**config.mk**
```make
export PLATFORM = sky130hd
export DESIGN_NAME = word_aligner
export DESIGN_NICKNAME = d
export VERILOG_FILES = /design/src/rtl/wa_pkg.sv /design/src/rtl/wa_window.sv /design/src/rtl/wa_match.sv /design/src/rtl/wa_ctrl.sv /design/src/rtl/word_aligner.sv
export SDC_FILE = /design/constraint.sdc
export NUM_CORES = 1
export LEC_CHECK = 0
export ABC_AREA = 1
export ABC_CLOCK_PERIOD_IN_PS = 2630
export BUFFER_PORTS_ARGS = -buffer_cell sky130_fd_sc_hd__buf_4
export CORE_MARGIN = 2
export CORE_UTILIZATION = 55
export DETAILED_ROUTE_END_ITERATION = 8
export MAX_ROUTING_LAYER = met4
export PLACE_DENSITY = 0.78
export SYNTH_ARGS = -nofsm -noshare
export SYNTH_HDL_FRONTEND = slang
export SYNTH_SLANG_ARGS = --single-unit
```
**constraint.sdc**
```tcl
create_clock -name clk -period 2.63 [get_ports clk]
set_clock_uncertainty 0.05 [all_clocks]
set_input_delay 0.3945 -clock clk [delete_from_list [all_inputs] [get_ports clk]]
set_output_delay 0.3945 -clock clk [all_outputs]
set_load 0.005 [all_outputs]
```
**src/rtl/wa_pkg.sv**
```systemverilog
package wa_pkg;

   typedef enum logic [1:0] {
      WA_IDLE = 2'd0,
      WA_HUNT = 2'd1,
      WA_LOCK = 2'd2
   } wa_state_e;

   // legal pattern lengths for a given parallel width
   function automatic bit wa_len_ok(input int w, input int l);
      if (w == 20) return (l == 7) || (l == 10) || (l == 20);
      if (w == 16) return (l == 8) || (l == 16);
      return (l >= 1) && (l <= w);
   endfunction

endpackage

```
**src/rtl/wa_window.sv**
```systemverilog
module wa_window #(
   parameter int W = 20
) (
   input  logic           clk,
   input  logic           rst_n,
   input  logic [W-1:0]   rx_word,
   output logic [2*W-2:0] win
);
   logic [W-1:0] cur_q;
   logic [W-1:0] prev_q;

   always_ff @(posedge clk or negedge rst_n) begin
      if (!rst_n) begin
         cur_q  <= '0;
         prev_q <= '0;
      end else begin
         cur_q  <= rx_word;
         prev_q <= cur_q;
      end
   end

   // top bit of the newer word can never start or end a selected slice
   assign win = {cur_q[W-2:0], prev_q};
endmodule

```
**src/rtl/wa_match.sv**
```systemverilog
module wa_match #(
   parameter int             W    = 20,
   parameter int             PLEN = 10,
   parameter logic [PLEN-1:0] PAT = '0,
   localparam int            OW   = (W > 1) ? $clog2(W) : 1
) (
   input  logic [2*W-2:0] win,
   output logic [W-1:0]   mvec,
   output logic           hit,
   output logic [OW-1:0]  hit_off
);
   genvar k;
   generate
      for (k = 0; k < W; k++) begin : g_cmp
         assign mvec[k] = (win[k +: PLEN] == PAT);
      end
   endgenerate

   // lowest matching offset wins
   always_comb begin
      hit     = 1'b0;
      hit_off = '0;
      for (int i = W - 1; i >= 0; i--) begin
         if (mvec[i]) begin
            hit     = 1'b1;
            hit_off = OW'(i);
         end
      end
   end
endmodule

```
**src/rtl/wa_ctrl.sv**
```systemverilog
module wa_ctrl #(
   parameter int  W  = 20,
   localparam int OW = (W > 1) ? $clog2(W) : 1
) (
   input  logic                  clk,
   input  logic                  rst_n,
   input  logic                  slip_mode,
   input  logic                  realign_req,
   input  logic                  slip_toggle,
   input  logic                  hit,
   input  logic [OW-1:0]         hit_off,
   output logic [OW-1:0]         eff_off,
   output wa_pkg::wa_state_e     state
);
   import wa_pkg::*;

   localparam logic [OW-1:0] LAST = OW'(W - 1);

   logic          req_q;
   logic          slip_q;
   logic [OW-1:0] off_q;
   logic          rise;
   logic          flip;
   logic          take;

   assign rise = !slip_mode && realign_req && !req_q;
   assign flip = slip_toggle ^ slip_q;
   assign take = !slip_mode && (state == WA_HUNT) && hit && !rise;

   assign eff_off = take ? hit_off : off_q;

   always_ff @(posedge clk or negedge rst_n) begin
      if (!rst_n) begin
         req_q  <= 1'b0;
         slip_q <= 1'b0;
         off_q  <= '0;
         state  <= WA_IDLE;
      end else begin
         req_q  <= realign_req;
         slip_q <= slip_toggle;
         if (slip_mode) begin
            state <= WA_IDLE;
            if (flip) off_q <= (off_q == LAST) ? '0 : off_q + OW'(1);
         end else if (rise) begin
            state <= WA_HUNT;
         end else if (take) begin
            state <= WA_LOCK;
            off_q <= hit_off;
         end
      end
   end
endmodule

```
**src/rtl/word_aligner.sv**
```systemverilog
module word_aligner #(
   parameter int              W    = 20,
   parameter int              PLEN = 10,
   parameter logic [PLEN-1:0] PAT  = 10'h17C
) (
   input  logic         clk,
   input  logic         rst_n,
   input  logic         slip_mode,
   input  logic [W-1:0] rx_word,
   input  logic         realign_req,
   input  logic         slip_toggle,
   output logic [W-1:0] aligned_word,
   output logic         locked,
   output logic         pattern_seen
);
   import wa_pkg::*;

   localparam int OW = (W > 1) ? $clog2(W) : 1;

   generate
      if (W < 2) begin : g_bad_w
         $error("word_aligner: W must be at least 2");
      end
      if (!wa_len_ok(W, PLEN)) begin : g_bad_len
         $error("word_aligner: pattern length not legal for this width");
      end
   endgenerate

   logic [2*W-2:0] win;
   logic [W-1:0]   mvec;
   logic           hit;
   logic [OW-1:0]  hit_off;
   logic [OW-1:0]  eff_off;
   wa_state_e      state;

   wa_window #(.W(W)) u_win (
      .clk     (clk),
      .rst_n   (rst_n),
      .rx_word (rx_word),
      .win     (win)
   );

   wa_match #(.W(W), .PLEN(PLEN), .PAT(PAT)) u_match (
      .win     (win),
      .mvec    (mvec),
      .hit     (hit),
      .hit_off (hit_off)
   );

   wa_ctrl #(.W(W)) u_ctrl (
      .clk         (clk),
      .rst_n       (rst_n),
      .slip_mode   (slip_mode),
      .realign_req (realign_req),
      .slip_toggle (slip_toggle),
      .hit         (hit),
      .hit_off     (hit_off),
      .eff_off     (eff_off),
      .state       (state)
   );

   always_ff @(posedge clk or negedge rst_n) begin
      if (!rst_n) begin
         aligned_word <= '0;
         pattern_seen <= 1'b0;
      end else begin
         aligned_word <= win[eff_off +: W];
         pattern_seen <= !slip_mode && mvec[eff_off];
      end
   end

   assign locked = (state == WA_LOCK);
endmodule

```
==> flow_metrics.tcl <==
set metrics [dict create \
    outcome "finished with violations" \
    violations "DRC, setup timing" \
    setup_viol 24 \
    hold_viol 0 \
    wirelength_mm 25.6 \
    power_frac_clock_pct 16.1 \
    syn-instance-count 818 \
    via_per_inst 6.78 \
    netlist_area_sq_um 5210 \
    rsz0062_at_grt "yes" \
    mappedNetlistNets 844 \
    synthDistinctLibCells 41 \
    synthMuxAreaShare_pct 0 \
    drt_iter0_drc 1225 \
    worstSkewPairLatency_ns 0.36 \
    grt_pass1_wl_mm 34.1 \
    synthSimpleGateAreaFrac_pct 52.2 \
    cp-start-kind "register" \
    yosysSeqAreaShare_pct 33.6 \
    cts-hold-fix-buffers 0 \
    async_flop_share_pct 100 \
    worstSetupPathType "register to register" \
    place_congestion 1.06 \
    combinationalPowerShare_pct 62.4 \
    cts_buffers 9 \
    fill_cells 475 \
    drv_cap 0 \
    synth_top_family_by_area "simple AND/OR/NAND/NOR gates" \
    clk_pin_slew_ns 0.08 \
    die_h_um 101 \
    cts_root_buf "clkbuf_8" \
    die-area_sq_um 10300 \
    vias 7638 \
    period_share_pct 121 \
    worst_slack_ns -0.560 \
    coreArea_sq_um 9200 \
    intPower_mw 3.61 \
    grt_pass1_vias 6687 \
    seq_power_share_pct 21.5 \
    grt_start_max_net_pins 71 \
    synth_xor_area_share_pct 0.504 \
    vdd_drop_max_v 0.000628 \
    row_count 35 \
    cp.arrival_ns 3.39 \
    final_antenna_net_count 0 \
    p_sw_share_pct 46.3 \
    h-tree-depth 3 \
    synth_edf_count 0 \
    synthAdderAreaFrac_pct 0.240 \
    path_max_fanout 8 \
    p_switching_mw 3.10 \
    max_freq_mhz 313 \
    p_leak_nw 4.20 \
    slew_headroom_pct 39.0 \
    min_path_type "input pin to asynchronous set/reset pin" \
    powerDensity_nw_per_um2 832 \
    clockBufferDepth 2 \
    drc 2 \
    drive_gt1_share_pct 41.5 \
    synth_top_flop_cell "dfrtp_1" \
    grt.total_usage_pct 44.7 \
    utilization_pct 87.7 \
    worstSetupEndpointType "register" \
    critPathRequiredTime_ns 2.83 \
    final_nets 1037 \
    synthToLayoutAreaGrowth_pct 54.8 \
    io_pins 47 \
    portBuffers 46 \
    tightest_slew_ns 0.916 \
    dp_hpwl_mm 14.6 \
    start_util_pct 56.7 \
    fin_crit_ns 3.19 \
    n_antenna_cell 0 \
    yosysWarnings 0 \
    cts_tree "done" \
    drv_slew 0 \
    fp.dieW_um 101 \
    fin_tns_setup_ns -9.45 \
    numClockSinks 70 \
    synth-seq-cells 70 \
    antenna_found_initial 0 \
    overflow 0 \
    wl_per_cell_um 22.7 \
    synth_compound_area_share_pct 3.39 \
    syn_avg_cell_area_sq_um 6.37 \
    first_pass_iters 9 \
]
[path summary, 6_finish.rpt]
| path | from | endpoint | slack (ns) | cells after the start |
|---|---|---|---|---|
| worst max-delay path | u_win.prev_q[17] | pattern_seen | -0.56 | 24 |
| worst min-delay path | rst_n | u_win.prev_q[2] | 0.08 | 1 |
| worst max register to register | u_win.prev_q[17] | pattern_seen | -0.56 | 24 |
| worst min register to register | u_win.cur_q[19] | u_win.prev_q[19] | 0.31 | 0 |
| max in group asynchronous | rst_n | u_win.prev_q[17] | 1.78 | 1 |
| min in group clk | rx_word[10] | u_win.cur_q[10] | 0.08 | 1 |
[area by class of cell]
cell class	instances	area [sq um]	area share, %
clock buffer	9	124	1.54
multi-input combinational	626	3570	44.3
sequential	70	1770	21.9
clock inverter	6	111	1.38
timing repair buffer	224	2040	25.3
tap	111	139	1.72
inverter	80	314	3.89
[cell families (layout without fill, tap and decap cells)]
| group | after synthesis | count (layout) |
|---|---|---|
| flops | 70 | 70 |
| xor+xnor | 3 | 3 |
| simple gates | 598 | 598 |
| fa+ha+maj | 1 | 1 |
| buf+inv | 122 | 319 |
| compound gates | 24 | 24 |
[layout by cell type (no fill, tap or decap), types with 12 or more instances in the layout]
cell       n
nor3_1    15
inv_1     55
buf_12    12
nand4_1   13
buf_6     14
nand2_1  211
nand2_2   31
dfrtp_2   14
inv_2     16
nor2_1    34
nand3_1  184
dfrtp_1   56
buf_4    189
nand3_2   72
[flip-flops by register name, summed over array words and instances (netlist names)]
| name | flops |
|---|---|
| aligned_word | 20 |
| pattern_seen | 1 |
| u_ctrl.off_q | 5 |
| u_ctrl.req_q | 1 |
| u_ctrl.slip_q | 1 |
| u_ctrl.state | 2 |
| u_win.cur_q | 20 |
| u_win.prev_q | 20 |
[power by group through the flow]
stage | sequential (mW) | combinational (mW) | clock, mW
4_1_cts | 1.43 | 3.50 | 1.07
5_1_grt | 1.45 | 4.42 | 1.12
2_1_floorplan | 1.42 | 1.93 | 0
3_3_place_gp | 1.44 | 3.09 | 0
3_5_place_dp | 1.45 | 3.12 | 0
6_report | 1.44 | 4.19 | 1.08
[synth_stat cells (2+ instances only)]
cell      number  area (sq um)
o21ai_2        2          17.5
inv_1         60           225
buf_2         19          95.1
o211ai_1       2          15.0
nand2_1      240           901
nand3b_1       4          30.0
nor2_1        45           169
nand3_1      258          1290
a31oi_1        3          18.8
nand2_2        4          25.0
a21oi_1        3          15.0
nor4_2         2          25.0
nor4_1         3          18.8
nor2_4         2          22.5
inv_2         15          56.3
clkbuf_1       9          33.8
nand4_1       13          81.3
buf_4          8          60.1
buf_1          5          18.8
o21ai_0        6          30.0
dfrtp_1       70          1750
nor3_1        21           105
clkinv_1       4          15.0
xor2_1         3          26.3
[layer usage]
layer / GRT usage, % / vias up / part of all wire (%)
met1: 54.6 / 3436 / 34
li1: - / 3106 / -
met3: 10.6 / 302 / 14
met5: - / - / 0
met2: 68.7 / 794 / 44
met4: 23.5 / 0 / 8.8
[what timing repair did]
item                       CTS  global route
cloned                       3             5
setup buffers               32            18
setup endpoints to repair   22            26
gates resized for setup    106            83
pin swaps                   20            25
[critical path: stages, from the launching register on]
cell and delay [ns]:
dfrtp_2 0.47, buf_4 0.17, inv_1 0.12, nand4_1 0.09, nor2_1 0.18, nor2_2 0.08
nand4_1 0.11, nand2_1 0.07, nand2_1 0.05, nand2_1 0.05, nand2_1 0.07, nand2_1 0.08
nand2_1 0.06, nand2_1 0.07, nand2_2 0.12, nand2_4 0.09, nand2_8 0.11, buf_12 0.13
clkinvlp_4 0.24, nand2_1 0.17, nand3_1 0.11, nand3_1 0.13, nand3_2 0.09, nand2_2 0.08
nand2_2 0.06
[metrics by stage]
step           total power, mW  hold slack (ns)  cells  area (sq um)  setup slack (ns)
4_1_cts                   6.00           0.0853   1104          7440            -0.155
5_1_grt                   6.99           0.0662   1126          8070            -0.703
6_report                  6.71           0.0829   1126          8070            -0.560
3_3_place_gp              4.53            0.288   1055          6500            -0.444
3_5_place_dp              4.57            0.296   1055          6500            -0.389
2_1_floorplan             3.35           0.0489    818          5210             0.109
(Power assumes the default switching activity.)
